**config.mk**
```make
export PLATFORM = sky130hd
export DESIGN_NAME = crit_temp_monitor
export DESIGN_NICKNAME = d
export VERILOG_FILES = /design/src/rtl/crit_mon_pkg.sv /design/src/rtl/crit_release_calc.sv /design/src/rtl/crit_chan_cmp.sv /design/src/rtl/crit_temp_monitor.sv
export SDC_FILE = /design/constraint.sdc
export NUM_CORES = 1
export LEC_CHECK = 0
export BUFFER_PORTS_ARGS = -buffer_cell sky130_fd_sc_hd__buf_2
export CAP_MARGIN = 20
export CORE_UTILIZATION = 55
export DETAILED_ROUTE_END_ITERATION = 6
export PLACE_DENSITY = 0.85
export SLEW_MARGIN = 20
export SYNTH_ARGS = -nofsm -noshare
export SYNTH_HDL_FRONTEND = slang
export SYNTH_SLANG_ARGS = --single-unit
```
**constraint.sdc**
```tcl
create_clock -name clk -period 1.1 [get_ports clk]
set_clock_uncertainty 0.05 [all_clocks]
set_input_delay 0.22 -clock clk [delete_from_list [all_inputs] [get_ports clk]]
set_output_delay 0.22 -clock clk [all_outputs]
set_load 0.05 [all_outputs]
```
**src/rtl/crit_mon_pkg.sv**
```systemverilog
package crit_mon_pkg;

    localparam int NCH = 2;
    localparam int CH_LOCAL  = 0;
    localparam int CH_REMOTE = 1;

    typedef struct packed {
        logic [NCH-1:0] crit;
        logic [NCH-1:0] flag;
        logic           mask_set;
    } mon_state_t;

endpackage

```
**src/rtl/crit_release_calc.sv**
```systemverilog
module crit_release_calc #(
    parameter int TW = 12
) (
    input  logic signed [TW-1:0] limit,
    input  logic signed [TW-1:0] hyst,
    output logic signed [TW-1:0] release_thr
);
    localparam logic signed [TW-1:0] SMIN = {1'b1, {(TW-1){1'b0}}};
    localparam logic signed [TW-1:0] SMAX = {1'b0, {(TW-1){1'b1}}};

    logic signed [TW:0] diff;

    always_comb begin
        diff = {limit[TW-1], limit} - {hyst[TW-1], hyst};
        if (diff[TW] != diff[TW-1]) begin
            release_thr = diff[TW] ? SMIN : SMAX;
        end else begin
            release_thr = diff[TW-1:0];
        end
    end
endmodule

```
**src/rtl/crit_chan_cmp.sv**
```systemverilog
module crit_chan_cmp #(
    parameter int TW = 12
) (
    input  logic signed [TW-1:0] temp,
    input  logic signed [TW-1:0] limit,
    input  logic signed [TW-1:0] hyst,
    output logic                 over,
    output logic                 under
);
    logic signed [TW-1:0] rel_thr;

    crit_release_calc #(.TW(TW)) rel_i (
        .limit       (limit),
        .hyst        (hyst),
        .release_thr (rel_thr)
    );

    assign over  = temp > limit;
    assign under = temp < rel_thr;
endmodule

```
**src/rtl/crit_temp_monitor.sv**
```systemverilog
module crit_temp_monitor
    import crit_mon_pkg::*;
#(
    parameter int TW   = 12,
    parameter int NOTH = 2
) (
    input  logic                 clk,
    input  logic                 rst_n,
    input  logic                 conv_done,
    input  logic signed [TW-1:0] local_temp,
    input  logic signed [TW-1:0] remote_temp,
    input  logic signed [TW-1:0] local_limit,
    input  logic signed [TW-1:0] remote_limit,
    input  logic signed [TW-1:0] hyst,
    input  logic                 mode_comp,
    input  logic                 stat_rd,
    input  logic [NOTH-1:0]      other_flags,
    input  logic                 adc_busy,
    input  logic                 diode_fault,
    output logic                 crit_n,
    output logic                 local_flag,
    output logic                 remote_flag,
    output logic                 mask_set
);
    logic signed [TW-1:0] temp_a  [NCH];
    logic signed [TW-1:0] limit_a [NCH];
    logic [NCH-1:0]       over_v;
    logic [NCH-1:0]       under_v;

    mon_state_t st_d, st_q;

    assign temp_a[CH_LOCAL]   = local_temp;
    assign temp_a[CH_REMOTE]  = remote_temp;
    assign limit_a[CH_LOCAL]  = local_limit;
    assign limit_a[CH_REMOTE] = remote_limit;

    for (genvar c = 0; c < NCH; c++) begin : g_chan
        crit_chan_cmp #(.TW(TW)) cmp_i (
            .temp  (temp_a[c]),
            .limit (limit_a[c]),
            .hyst  (hyst),
            .over  (over_v[c]),
            .under (under_v[c])
        );
    end

    // busy and fault flags deliberately take no part in the mask request
    logic excluded_unused;
    assign excluded_unused = adc_busy ^ diode_fault;

    always_comb begin
        logic crit_nx;
        st_d = st_q;
        st_d.mask_set = stat_rd && ((|st_q.flag) || (|other_flags));
        for (int c = 0; c < NCH; c++) begin
            crit_nx = st_q.crit[c];
            if (conv_done) begin
                if (over_v[c]) begin
                    crit_nx = 1'b1;
                end else if (under_v[c]) begin
                    crit_nx = 1'b0;
                end
            end
            st_d.crit[c] = crit_nx;
            if (mode_comp) begin
                if (conv_done) begin
                    st_d.flag[c] = crit_nx;
                end
            end else begin
                if (stat_rd) begin
                    st_d.flag[c] = 1'b0;
                end
                if (conv_done && crit_nx) begin
                    st_d.flag[c] = 1'b1;
                end
            end
        end
    end

    always_ff @(posedge clk or negedge rst_n) begin
        if (!rst_n) begin
            st_q <= '0;
        end else begin
            st_q <= st_d;
        end
    end

    assign crit_n      = ~(|st_q.crit);
    assign local_flag  = st_q.flag[CH_LOCAL];
    assign remote_flag = st_q.flag[CH_REMOTE];
    assign mask_set    = st_q.mask_set;
endmodule

```
==> reports/qor.txt, run 1 <==
CLOCKING
-----------------------------------------------------------------------------------------------------------------
Number of H-tree levels ............................................................................            1
Number of sinks driven by the clock tree ...........................................................            5
Clock buffer count from CTS ........................................................................            3
Clock buffer depth .................................................................................            2
Buffer cell driving the clock tree root ............................................................ sky130_fd_sc_hd__clkbuf_8

FLOORPLAN
-----------------------------------------------------------------------------------------------------------------
Die W ..............................................................................................     71.27 um
Height of the chip .................................................................................     71.27 um
Initial Utilization ................................................................................       58.98%
Number of rows created at floorplan ................................................................           24
I/O pin cnt ........................................................................................           73

GLOBAL ROUTING
-----------------------------------------------------------------------------------------------------------------
Number of global-route vias before repair ..........................................................         4881
Wire length of the first global-routing pass .......................................................     24870 um
Final global-route overflow total ..................................................................           13
Pin count of the biggest net entering global routing ...............................................            9
GR Util All Layers .................................................................................       65.03%

OUTCOME
-----------------------------------------------------------------------------------------------------------------
Result of the run .................................................................................. aborted with a tool error
Error Message ...................................................................................... [ERROR GRT-0116] Global routing finished with congestion. Check the congestion regions in the DRC Viewer.
Stopped at .........................................................................................      5_1_grt

LOGIC SYNTHESIS
-----------------------------------------------------------------------------------------------------------------
Top cell type by total area after synthesis ........................................................ sky130_fd_sc_hd__ha_1
Number of enable-type register cells in the synthesized netlist ....................................            0
Mapped Area ........................................................................................   2639 sq um
Main flop type after synthesis ..................................................................... sky130_fd_sc_hd__dfrtp_1
Fraction of registers with async set or reset after synthesis ......................................       100.0%
Share of the synthesized area in the top cell type .................................................       35.09%
Multiplexer share of the synthesized area ..........................................................      0.3793%
Synthesis-stage register bit count .................................................................            5
Arithmetic-cell share of the synthesized area counting full adders, half adders and majority gates .       36.61%
Main combinational cell family by area after synthesis .............................................  adder cells
Post-Syn Instances .................................................................................          349
Net count of the mapped netlist ....................................................................          494
Synth cell count leaders ........................................................................... sky130_fd_sc_hd__ha_1 (74), sky130_fd_sc_hd__inv_1 (50), sky130_fd_sc_hd__a21oi_1 (32), sky130_fd_sc_hd__nor2_1 (30), sky130_fd_sc_hd__o21ai_0 (22)
XOR/XNOR share of the synthesized area .............................................................       6.306%
Synthesized-area fraction occupied by and/or/nand/nor cells ........................................       15.17%
Compound-gate portion of the synthesized area ......................................................       28.78%
Yosys cell types ...................................................................................           50
Post-synthesis average cell area ...................................................................  7.561 sq um
Register area share after synthesis ................................................................       4.742%
Most frequent cell after synthesis ................................................................. sky130_fd_sc_hd__ha_1
Syn. warnings ......................................................................................            0
Most area-consuming cells after synthesis .......................................................... sky130_fd_sc_hd__ha_1 (35%), sky130_fd_sc_hd__inv_1 (7.1%), sky130_fd_sc_hd__a21oi_1 (6.1%)

PLACE
-----------------------------------------------------------------------------------------------------------------
Count of port buffers added during placement .......................................................           70
Post-detailed-placement half-perimeter wirelength ..................................................      7893 um
DP Area ............................................................................................   3926 sq um
Routability congestion estimate ....................................................................       0.9139

per-stage QoR:
stage	worst slack, ps	utilization, %	std cells	hold slack (ps)
3_5_place_dp	-3197	87.75	578	-8.530
2_1_floorplan	-2901	-	349	-125.6
4_1_cts	-2704	95.11	605	190.4
3_3_place_gp	-3007	87.75	578	-13.93
timing repair:
action / CTS
hold buffers: 1
pin swaps: 25
setup endpoints to repair: 7
buffers inserted: 22
gates resized for setup: 24
endpoints found under the hold margin: 5
kinds of logic after synthesis:
kind of cell,Yosys count
compound gates,112
simple gates,84
mux,1
fa+ha+maj,76
xor+xnor,19
buf+inv,52
flops,5
layer usage:
layer / global-route usage (%) / overflow
met5: 10.10 / 0
met4: 68.89 / 6
met3: 40.23 / 0
met2: 93.02 / 7
met1: 60.64 / 0
==> run 2: changes to the inputs <==
--- a/config.mk
+++ b/config.mk
@@ -7,9 +7,9 @@
 export LEC_CHECK = 0
 export BUFFER_PORTS_ARGS = -buffer_cell sky130_fd_sc_hd__buf_2
 export CAP_MARGIN = 20
-export CORE_UTILIZATION = 55
+export CORE_UTILIZATION = 40
 export DETAILED_ROUTE_END_ITERATION = 6
-export PLACE_DENSITY = 0.85
+export PLACE_DENSITY_LB_ADDON = 0.15
 export SLEW_MARGIN = 20
 export SYNTH_ARGS = -nofsm -noshare
 export SYNTH_HDL_FRONTEND = slang
==> run 2 against run 1 <==
  * The flow now finishes, with violations (setup timing)
  * Synthesized cell count unchanged
  * Synthesized area unchanged
==> reports/qor.txt, run 2 <==
OUTCOME
--------------------------------------------------------------------------------
Result of the run ................................................. finished with violations
Failing checks .................................................... setup timing

ROUTING
--------------------------------------------------------------------------------
Post-detailed-route count of antenna-violating nets ...............            0
Drt via density ...................................................        5.164
Routed WL .........................................................      8098 um
Number of DRC markers in iteration 0 ..............................           64
Via count .........................................................         3217
Number of remaining DRC errors ....................................            0
DR WL/cell ........................................................     13.00 um
DRT Pass-1 Iters ..................................................            4

TIMING
--------------------------------------------------------------------------------
Actual transition at the worst max-transition pin .................     399.3 ps
Shortest clock period the worst path allows after layout ..........      3739 ps
Max_slew headroom .................................................       72.69%
Unrepaired setup endpoints after global routing ...................         true
Hold Fails Final Rpt ..............................................            0
Setup violation total in the final timing report ..................            5
Max frequency .....................................................   0.2674 GHz
Final critical-path setup slack ...................................     -2639 ps
Pins Over Slew Limit ..............................................            0
Part of the cycle the worst path needs ............................       339.9%

LOGIC SYNTHESIS
--------------------------------------------------------------------------------
Fraction of registers with async set or reset after synthesis .....       100.0%
Most frequent cell after synthesis ................................ sky130_fd_sc_hd__ha_1
Share of the synthesized area in the top cell type ................       35.09%
Most area-consuming cells after synthesis ......................... sky130_fd_sc_hd__ha_1 (35%), sky130_fd_sc_hd__inv_1 (7.1%), sky130_fd_sc_hd__a21oi_1 (6.1%)
Number of enable-type register cells in the synthesized netlist ...            0
Top cell type by total area after synthesis ....................... sky130_fd_sc_hd__ha_1
Mapped Area .......................................................   2639 sq um
Post-synthesis average cell area ..................................  7.561 sq um
Main flop type after synthesis .................................... sky130_fd_sc_hd__dfrtp_1
Synth cell count leaders .......................................... sky130_fd_sc_hd__ha_1 (74), sky130_fd_sc_hd__inv_1 (50), sky130_fd_sc_hd__a21oi_1 (32), sky130_fd_sc_hd__nor2_1 (30), sky130_fd_sc_hd__o21ai_0 (22)
Yosys cell types ..................................................           50
Synthesis-stage register bit count ................................            5
Post-Syn Instances ................................................          349
Syn. warnings .....................................................            0
Register area share after synthesis ...............................       4.742%
Net count of the mapped netlist ...................................          494

POWER
--------------------------------------------------------------------------------
Static power due to leakage .......................................  0.002297 uW
Pwr per Cell Area ................................................. 1023 nW/um^2
IR drop worst, VDD ................................................    0.9025 mV

FLOORPLAN
--------------------------------------------------------------------------------
Number of rows created at floorplan ...............................           29
Initial Utilization ...............................................       41.56%
Die outline area ..................................................   6926 sq um
I/O pin cnt .......................................................           73
Die W .............................................................     83.22 um
Height of the chip ................................................     83.22 um
Core box area .....................................................   6350 sq um

CELLS AND AREA
--------------------------------------------------------------------------------
Leading cell types in the layout, fill and taps excluded .......... sky130_fd_sc_hd__buf_4 (119), sky130_fd_sc_hd__ha_1 (71), sky130_fd_sc_hd__buf_2 (66)
Final Net Count ...................................................          692
Layout cells sized above 1 ........................................       43.77%
Antenna cell count ................................................            0
Most common library cell in the layout ignoring fill and taps ..... sky130_fd_sc_hd__buf_4
Fillers ...........................................................          564
Area of the multi-input gates .....................................   2510 sq um
Utilization after layout ..........................................       68.04%
FF+latch area .....................................................  127.6 sq um
Register name with the most flops .................................         st_q
Largest register FFs ..............................................            2
Area growth, synth to finish ......................................       63.73%

MIN PATH
--------------------------------------------------------------------------------
Hold Path End .....................................................     mask_set
Cell count of the worst hold path .................................            2
Hold_sp ........................................................... other_flags[1]
Path class of the lowest-slack min-delay path ..................... primary input to flip-flop

WORST SETUP PATH
--------------------------------------------------------------------------------
Worst path required time ..........................................      1160 ps
Peak fanout along the critical path ...............................            6
Start-to-end type of the worst setup path ......................... primary input to flip-flop
Cells on worst reg2reg path .......................................            3
Endpoint arrival time on the critical path ........................      3790 ps
Worst Setup End Kind ..............................................    flip-flop
R2R setup slack ...................................................        10 ps
R2r endpoint ......................................................      st_q[3]
Reg-to-Reg Start ..................................................      st_q[3]
Element type at the critical path start ........................... primary input

GLOBAL ROUTING
--------------------------------------------------------------------------------
Pin count of the biggest net entering global routing ..............            9
Final global-route overflow total .................................            0
GR Util All Layers ................................................       24.19%
Wire length of the first global-routing pass ......................     13770 um
Number of global-route vias before repair .........................         3282
Number of antenna violations at the first check in global routing .            0

CLOCKING
--------------------------------------------------------------------------------
Clock buffer depth ................................................            2
Clock insertion delay at the later pin of the skew report .........       220 ps
Clock-pin slew on the worst setup and hold paths ..................        40 ps
Number of H-tree levels ...........................................            1
Number of sinks driven by the clock tree ..........................            5
Buffer cell driving the clock tree root ........................... sky130_fd_sc_hd__clkbuf_8
Clock buffer count from CTS .......................................            3
TritonCTS clock tree ..............................................          yes

PLACE
--------------------------------------------------------------------------------
Pre-CTS setup slack ...............................................     -3101 ps
Count of port buffers added during placement ......................           70
Routability congestion estimate ...................................       0.9260
Post-detailed-placement half-perimeter wirelength .................      7113 um

RUN
--------------------------------------------------------------------------------
Reported max-cap violation count ..................................            0

-- run 2: cell counts after synthesis --
Identical to the previous run, type by type.
-- run 2: area by class of cell --
class	count	area share [%]
multi-input cells	292	58.09
repair buffers	194	31.05
inverters	51	4.634
flip-flops and latches	5	2.954
well taps	77	2.230
clock buffers	4	1.043
-- run 2: cells by family (layout without fill, tap and decap cells) --
logic type      after synthesis  count (layout)  share of synthesized area [%]
xor+xnor                     19              19                          6.306
fa+ha+maj                    76              76                          36.61
simple gates                 84              84                          15.17
compound gates              112             112                          28.78
mux                           1               1                         0.3793
flops                         5               5                          4.742
buf+inv                      52             249                          8.013
-- run 2: timing repair --
item | CTS | global route
pin swaps | 29 | 22
setup endpoints to repair | 7 | 7
cloned | 0 | 0
hold buffers | 1 | 0
setup buffers | 12 | 2
gates resized for setup | 26 | 11
hold endpoints to repair | 5 | 0
-- run 2: where the power goes --
group | leakage (uW) | total [uW] | switching [uW] | internal (uW)
registers | 0.0000537 | 310 | 56.9 | 253
logic | 0.00222 | 3770 | 1840 | 1920
clock network | 0.0000228 | 344 | 94.5 | 249
-- run 2: worst max-delay path: stages --
cell,delay (ps)
sky130_fd_sc_hd__buf_6,70
sky130_fd_sc_hd__clkinvlp_4,80
sky130_fd_sc_hd__buf_6,120
sky130_fd_sc_hd__ha_4,220
sky130_fd_sc_hd__nor2b_4,130
sky130_fd_sc_hd__o31ai_4,190
sky130_fd_sc_hd__a21oi_2,100
sky130_fd_sc_hd__a211o_1,280
sky130_fd_sc_hd__a21o_1,180
sky130_fd_sc_hd__a21o_1,190
sky130_fd_sc_hd__xor2_1,140
sky130_fd_sc_hd__ha_1,300
sky130_fd_sc_hd__inv_2,110
sky130_fd_sc_hd__buf_12,120
sky130_fd_sc_hd__a21oi_2,40
sky130_fd_sc_hd__ha_1,310
sky130_fd_sc_hd__a21o_1,220
sky130_fd_sc_hd__a2111oi_4,290
sky130_fd_sc_hd__o21ai_1,90
sky130_fd_sc_hd__nand3_1,90
sky130_fd_sc_hd__o21ai_2,60
sky130_fd_sc_hd__a211o_1,220
-- run 2: how the worst max path moves through the flow --
stage	slack, ps	cells after the start	to	start
after floorplan	-2900	21	st_q[3]	hyst[1]
after global placement	-3010	22	st_q[3]	hyst[1]
after detailed placement	-3100	23	st_q[4]	hyst[1]
after CTS	-2660	22	st_q[3]	hyst[1]
after global routing	-2860	22	st_q[3]	hyst[1]
final	-2640	22	st_q[3]	hyst[1]
-- run 2: per-layer routing --
metal | vias to the layer above | track usage (%) | routed length, um | share of wire, %
met5 | - | 0 | 0 | 0
li1 | 1661 | - | - | -
met1 | 1477 | 26.43 | 3327 | 41
met4 | 0 | 6.270 | 199 | 2.5
met2 | 63 | 49.33 | 4399 | 54
met3 | 16 | 1.491 | 171 | 2.1
-- run 2: per-stage QoR --
| stage | total power, uW | hold slack, ps | TNS [ps] | cell area (sq um) | std cells |
|---|---|---|---|---|---|
| 6_report | 4420 | 186.6 | -10600 | 4320 | 623 |
| 5_1_grt | 4862 | 184.3 | -11450 | 4320 | 623 |
| 4_1_cts | 4261 | 179.3 | -10630 | 4253 | 621 |
| 3_3_place_gp | 3437 | -11.98 | -11890 | 3978 | 604 |
| 2_1_floorplan | 2269 | -125.6 | -11020 | 2720 | 349 |
| 3_5_place_dp | 3525 | -10.84 | -12330 | 3978 | 604 |
Note: power is estimated with default switching activity, not from simulation.
==> run 3: changes to the inputs <==
--- a/config.mk
+++ b/config.mk
@@ -7,7 +7,7 @@
 export LEC_CHECK = 0
 export BUFFER_PORTS_ARGS = -buffer_cell sky130_fd_sc_hd__buf_2
 export CAP_MARGIN = 20
-export CORE_UTILIZATION = 40
+export CORE_UTILIZATION = 42
 export DETAILED_ROUTE_END_ITERATION = 6
 export PLACE_DENSITY_LB_ADDON = 0.15
 export SLEW_MARGIN = 20
==> run 3 against run 2 <==
  * The flow still finishes with violations (setup timing)
  * Critical path depth stayed put
  * Flip-flop and latch count stayed put
  * Sequential share of layout area is 0.072 points lower
  * Combinational power is 5% higher
  * Power is 3.9% higher
  * Clock power hardly changed
  * Non-clock buffer count is 11 higher
  * Critical endpoint unchanged
  * Largest power group unchanged
  * Die area is 4.6% lower
  * Setup slack worse by 20 ps
==> reports/qor.txt, run 3 (synthesized netlist as in run 2, its figures left out) <==
FLOORPLAN
--------------------------------------------------------------------------------
Initial Utilization ...............................................       44.05%
Height of the chip ................................................     81.27 um
I/O pin cnt .......................................................           73
Number of rows created at floorplan ...............................           28
Die W .............................................................     81.27 um
Core box area .....................................................   5991 sq um
Die outline area ..................................................   6604 sq um

PLACE
--------------------------------------------------------------------------------
Count of port buffers added during placement ......................           70
Cells after DPL ...................................................          606
Routability congestion estimate ...................................       0.9234
Post-detailed-placement half-perimeter wirelength .................      7197 um

OUTCOME
--------------------------------------------------------------------------------
Failing checks .................................................... setup timing
Result of the run ................................................. finished with violations

CELLS AND AREA
--------------------------------------------------------------------------------
Most common library cell in the layout ignoring fill and taps ..... sky130_fd_sc_hd__buf_4
Largest register FFs ..............................................            2
Final Net Count ...................................................          703
Register name with the most flops .................................         st_q
Area growth, synth to finish ......................................       67.80%
Fillers ...........................................................          475
Layout Cells excl Fill ............................................          632
Antenna cell count ................................................            0
Utilization after layout ..........................................       73.91%
Leading cell types in the layout, fill and taps excluded .......... sky130_fd_sc_hd__buf_4 (130), sky130_fd_sc_hd__ha_1 (70), sky130_fd_sc_hd__buf_2 (65)
Layout cells sized above 1 ........................................       45.60%

POWER
--------------------------------------------------------------------------------
IR drop worst, VDD ................................................    0.7877 mV
Switching power as a share of total power .........................       44.65%
Total Power Consumption ...........................................      4594 uW
Int Power .........................................................      2543 uW
Static power due to leakage .......................................  0.002350 uW
Pwr per Cell Area ................................................. 1037 nW/um^2
Net switching power ...............................................      2051 uW
Portion of total power attributed to combinational logic ..........        85.9%
Share of power burned in registers ................................         6.6%
Clock share of power ..............................................         7.5%

MIN PATH
--------------------------------------------------------------------------------
Hold Path End .....................................................     mask_set
Cell count of the worst hold path .................................            2
Hold_sp ........................................................... other_flags[1]
Path class of the lowest-slack min-delay path ..................... primary input to flip-flop

WORST SETUP PATH
--------------------------------------------------------------------------------
Endpoint arrival time on the critical path ........................      3820 ps
Start-to-end type of the worst setup path ......................... primary input to flip-flop
Worst setup path startpoint .......................................      hyst[1]
Peak fanout along the critical path ...............................            7
Cells on worst reg2reg path .......................................            3
Element type at the critical path start ........................... primary input
Worst Setup End Kind ..............................................    flip-flop
Worst path required time ..........................................      1160 ps
Reg-to-Reg Start ..................................................      st_q[3]
R2r endpoint ......................................................      st_q[3]
R2R setup slack ...................................................        20 ps

CLOCKING
--------------------------------------------------------------------------------
Number of H-tree levels ...........................................            1
TritonCTS clock tree ..............................................          yes
Clock insertion delay at the later pin of the skew report .........       220 ps
Clock-pin slew on the worst setup and hold paths ..................        40 ps
Buffer cell driving the clock tree root ........................... sky130_fd_sc_hd__clkbuf_8
Clock buffer depth ................................................            2
Number of sinks driven by the clock tree ..........................            5
Clock buffer count from CTS .......................................            3

GLOBAL ROUTING
--------------------------------------------------------------------------------
Pin count of the biggest net entering global routing ..............            9
GR Util All Layers ................................................       26.42%
Wire length of the first global-routing pass ......................     13660 um
Number of antenna violations at the first check in global routing .            0
Final global-route overflow total .................................            0
Number of global-route vias before repair .........................         3323

TIMING
--------------------------------------------------------------------------------
Hold Fails Final Rpt ..............................................            0
Final critical-path setup slack ...................................     -2660 ps
Setup Total Neg Slack .............................................    -10470 ps
Max frequency .....................................................   0.2660 GHz
Shortest clock period the worst path allows after layout ..........      3760 ps
Pins Over Slew Limit ..............................................            0
Part of the cycle the worst path needs ............................       341.8%
Unrepaired setup endpoints after global routing ...................         true
Max_slew headroom .................................................       70.09%
Actual transition at the worst max-transition pin .................     437.3 ps
Setup violation total in the final timing report ..................            5

RUN
--------------------------------------------------------------------------------
Reported max-cap violation count ..................................            0

ROUTING
--------------------------------------------------------------------------------
Number of DRC markers in iteration 0 ..............................           84
DRT Pass-1 Iters ..................................................            4
Drt via density ...................................................        5.201
Routed WL .........................................................      8476 um
Via count .........................................................         3287
Post-detailed-route count of antenna-violating nets ...............            0
DR WL/cell ........................................................     13.41 um
Number of remaining DRC errors ....................................            0

==> run 3: area by class of cell <==
class | instances | area, sq um | share of cell area [%]
tap | 75 | 93.84 | 2.119
multi-input combinational | 292 | 2546 | 57.50
sequential | 5 | 127.6 | 2.882
inverter | 51 | 202.7 | 4.578
timing repair buffer | 205 | 1413 | 31.90
clock buffer | 4 | 45.04 | 1.017
==> run 3: critical path: stages <==
cell                         delay (ps)
sky130_fd_sc_hd__buf_8               70
sky130_fd_sc_hd__clkinvlp_4          70
sky130_fd_sc_hd__buf_6              120
sky130_fd_sc_hd__ha_4               220
sky130_fd_sc_hd__nor2b_4            130
sky130_fd_sc_hd__o31ai_4            200
sky130_fd_sc_hd__a21oi_2            100
sky130_fd_sc_hd__a211o_1            290
sky130_fd_sc_hd__a21o_1             160
sky130_fd_sc_hd__a21o_1             170
sky130_fd_sc_hd__xor2_1             140
sky130_fd_sc_hd__ha_1               310
sky130_fd_sc_hd__inv_2               80
sky130_fd_sc_hd__nor2_4             160
sky130_fd_sc_hd__a21oi_2             60
sky130_fd_sc_hd__ha_1               330
sky130_fd_sc_hd__a21o_1             200
sky130_fd_sc_hd__a2111oi_4          280
sky130_fd_sc_hd__o21ai_1            110
sky130_fd_sc_hd__nand3_1            100
sky130_fd_sc_hd__o21ai_2             60
sky130_fd_sc_hd__a211o_1            220
==> run 3: worst max path at each step <==
stage / to / cells after the start
6_report: st_q[3] / 22
5_1_grt: st_q[3] / 22
4_1_cts: st_q[3] / 22
3_5_place_dp: st_q[3] / 22
3_3_place_gp: st_q[3] / 22
2_1_floorplan: st_q[3] / 21
==> run 3: power by group through the flow <==
stage / registers, uW / clock network, uW / logic, uW
floorplan: 408 / 0 / 1860
global placement: 311 / 0 / 3160
detailed placement: 309 / 0 / 3260
CTS: 298 / 345 / 3720
global route: 310 / 357 / 4350
finish: 304 / 344 / 3950
==> run 3: what timing repair did <==
item | CTS | global route
hold endpoints to repair | 5 | 0
resized for setup | 34 | 13
pin swaps | 18 | 5
endpoints found under the setup margin | 7 | 8
hold buffers | 1 | 0
setup buffers | 19 | 2
==> run 3: per-layer routing <==
layer,wire length [um],global-route usage [%]
met1,3515,28.87
met2,4496,52.67
met3,163,1.348
met4,301,9.107
met5,0,0
==> run 3: per-stage QoR <==
step / worst slack, ps / cell area, sq um / hold WS (ps)
3_3_place_gp: -2985 / 3993 / -12.54
5_1_grt: -2835 / 4428 / 198.7
2_1_floorplan: -2901 / 2720 / -125.6
4_1_cts: -2608 / 4342 / 189.6
6_report: -2660 / 4428 / 184.3
3_5_place_dp: -3049 / 3993 / -9.230
==> run 4: changes to the inputs <==
==> constraint.sdc (replaced) <==
create_clock -name clk -period 1.1 [get_ports clk]
set_clock_uncertainty 0.05 [all_clocks]
set_input_delay 0.055 -clock clk [delete_from_list [all_inputs] [get_ports clk]]
set_output_delay 0.055 -clock clk [all_outputs]
set_load 0.05 [all_outputs]
==> run 4 against run 3 <==
  * The run still ends with setup timing left
  * Clock power barely moved
  * Global-route usage rose by 0.098 points
  * Clock-buffer cell count is the same
  * Die area stayed put
  * Register-to-register slack gained 90 ps
  * Setup slack better by 110 ps
  * Critical endpoint unchanged
==> reports/qor.txt, run 4 (synthesized netlist as in run 2, its figures left out) <==
TIMING
--------------------------------------------------------------------------------
Hold Fails Final Rpt ..............................................            0
Shortest clock period the worst path allows after layout ..........      3654 ps
Max_slew headroom .................................................       71.10%
Pins Over Slew Limit ..............................................            0
Max frequency .....................................................   0.2737 GHz
Unrepaired setup endpoints after global routing ...................         true
Setup violation total in the final timing report ..................            4
Final critical-path setup slack ...................................     -2554 ps
Part of the cycle the worst path needs ............................       332.2%
Actual transition at the worst max-transition pin .................     422.5 ps

WORST SETUP PATH
--------------------------------------------------------------------------------
Largest stage delay, worst path ...................................       310 ps
Start-to-end type of the worst setup path ......................... primary input to flip-flop
Worst Setup End Kind ..............................................    flip-flop
Slowest cell on the critical path ................................. sky130_fd_sc_hd__ha_1
Endpoint arrival time on the critical path ........................      3710 ps
Peak fanout along the critical path ...............................            7
Element type at the critical path start ........................... primary input
Worst path required time ..........................................      1160 ps
CP dominant cell by count ......................................... sky130_fd_sc_hd__a21o_1
List of cells traversed by the critical path ...................... buf_8, clkinvlp_4, buf_6, ha_4, nor2b_4, o31ai_4, a21oi_2, a211o_1, a21o_1, a21o_1, xor2_1, ha_1, inv_2, nor2_4, a21oi_2, ha_1, a21o_1, a2111oi_4, o21ai_1, nand3_1, o21ai_2, a211o_1

ROUTING
--------------------------------------------------------------------------------
Routed WL .........................................................      8498 um
Via count .........................................................         3247
DR WL/cell ........................................................     13.51 um
Number of DRC markers in iteration 0 ..............................          116
DRT Pass-1 Iters ..................................................            4
Post-detailed-route count of antenna-violating nets ...............            0
Number of remaining DRC errors ....................................            0
Drt via density ...................................................        5.162

GLOBAL ROUTING
--------------------------------------------------------------------------------
Wire length of the first global-routing pass ......................     13570 um
Final global-route overflow total .................................            0
Met2 Usage GRT ....................................................       53.33%
Met3 track utilization from global routing ........................       1.685%
Met1 track demand over resource in global routing .................       28.21%
Number of antenna violations at the first check in global routing .            0
Most heavily used metal layer in global routing ...................         met2
GR Util All Layers ................................................       26.52%
Pin count of the biggest net entering global routing ..............            9
Number of global-route vias before repair .........................         3293

FLOORPLAN
--------------------------------------------------------------------------------
Number of rows created at floorplan ...............................           28
Die outline area ..................................................   6604 sq um
Height of the chip ................................................     81.27 um
Die W .............................................................     81.27 um
I/O pin cnt .......................................................           73
Initial Utilization ...............................................       44.05%
Core box area .....................................................   5991 sq um

MIN PATH
--------------------------------------------------------------------------------
Path class of the lowest-slack min-delay path ..................... primary input to flip-flop

CLOCKING
--------------------------------------------------------------------------------
Clock buffer depth ................................................            2
Number of sinks driven by the clock tree ..........................            5
TritonCTS clock tree ..............................................          yes
Buffer cell driving the clock tree root ........................... sky130_fd_sc_hd__clkbuf_8
Number of H-tree levels ...........................................            1
Clock insertion delay at the later pin of the skew report .........       220 ps
Clock-pin slew on the worst setup and hold paths ..................        40 ps
Clock buffer count from CTS .......................................            3

PLACE
--------------------------------------------------------------------------------
Post-detailed-placement half-perimeter wirelength .................      7274 um
Pre-CTS setup slack ...............................................     -2916 ps
Count of port buffers added during placement ......................           70
Routability congestion estimate ...................................       0.9231
DP Area ...........................................................   3993 sq um

POWER
--------------------------------------------------------------------------------
IR drop worst, VDD ................................................    0.6582 mV
Pwr per Cell Area ................................................. 1045 nW/um^2
Static power due to leakage .......................................  0.002327 uW
Total Power Consumption ...........................................      4556 uW

CELLS AND AREA
--------------------------------------------------------------------------------
Largest register FFs ..............................................            2
Layout cells sized above 1 ........................................       44.58%
Leading cell types in the layout, fill and taps excluded .......... sky130_fd_sc_hd__buf_4 (127), sky130_fd_sc_hd__ha_1 (70), sky130_fd_sc_hd__buf_2 (68)
Antenna cell count ................................................            0
Register name with the most flops .................................         st_q
Final Net Count ...................................................          700
Area growth, synth to finish ......................................       65.29%
Utilization after layout ..........................................       72.81%
Area of all placed cells without fillers ..........................   4362 sq um
Most common library cell in the layout ignoring fill and taps ..... sky130_fd_sc_hd__buf_4

OUTCOME
--------------------------------------------------------------------------------
Result of the run ................................................. finished with violations
Failing checks .................................................... setup timing

RUN
--------------------------------------------------------------------------------
Reported max-cap violation count ..................................            0

## run 4: cell types whose count changed in the layout (fill, tap and decap cells not counted), moves of 2 or more
cell / change
sky130_fd_sc_hd__a211oi_2: -2
sky130_fd_sc_hd__buf_2: +3
sky130_fd_sc_hd__a211oi_1: +2
sky130_fd_sc_hd__fa_1: +2
sky130_fd_sc_hd__fa_2: -2
sky130_fd_sc_hd__a21oi_1: -2
sky130_fd_sc_hd__buf_4: -3
sky130_fd_sc_hd__o21ai_1: +2
sky130_fd_sc_hd__o21ai_2: -2
sky130_fd_sc_hd__buf_6: -3
## run 4: power breakdown
group          internal, uW  total (uW)  switching (uW)
Clock                   249         345            95.4
Sequential              253         310            56.9
Combinational          2000        3900            1900
Total                  2500        4560            2060
## run 4: worst max-delay path, delay by kind of cell
kind | cells | cell delay, ps
AO/OA/AOI/OAI | 11 | 1930
XOR/XNOR | 1 | 150
adder cells (fa/ha/maj) | 3 | 840
buffers and inverters | 4 | 350
AND/OR/NAND/NOR | 3 | 390
## run 4: metal layers
metal  part of all wire, %  wire length [um]  vias to the layer above
li1                      -                 -                     1676
met1                    41              3444                     1471
met2                    53              4520                       76
met3                   2.8               234                       24
met4                   3.5               299                        0
met5                     0                 0                        -
## run 4: final cells by class
| type | instances | area [sq um] |
|---|---|---|
| repair buffers | 202 | 1384 |
| fillers | 471 | 1629 |
| well taps | 75 | 93.84 |
| inverters | 51 | 200.2 |
| flip-flops and latches | 5 | 127.6 |
| clock buffers | 4 | 45.04 |
| multi-input cells | 292 | 2511 |
## run 4: path summary, 6_finish.rpt
kind / from / endpoint / slack (ps) / depth (start not counted)
worst max register to register: local_flag / mask_set / 110 / 1
worst min-delay path: other_flags[1] / mask_set / 30 / 2
min in group asynchronous: rst_n / mask_set / 130 / 2
worst max-delay path: hyst[1] / st_q[3] / -2550 / 22
max in group asynchronous: rst_n / remote_flag / 720 / 2
worst min register to register: remote_flag / mask_set / 470 / 1
## run 4: stage by stage
step / TNS (ps) / hold slack [ps] / instances
2_1_floorplan: -10360 / -290.6 / 349
3_3_place_gp: -11180 / -177.5 / 606
3_5_place_dp: -11570 / -174.2 / 606
4_1_cts: -9997 / 16.67 / 624
5_1_grt: -10780 / 36.59 / 629
6_report: -10070 / 25.45 / 629
## run 4: repair_timing
item	4_1_cts	5_1_grt
hold buffers	1	0
pin swaps	32	21
buffers inserted	13	5
hold endpoints to repair	5	0
gates resized for setup	20	16
gates cloned	0	0
endpoints found under the setup margin	5	5
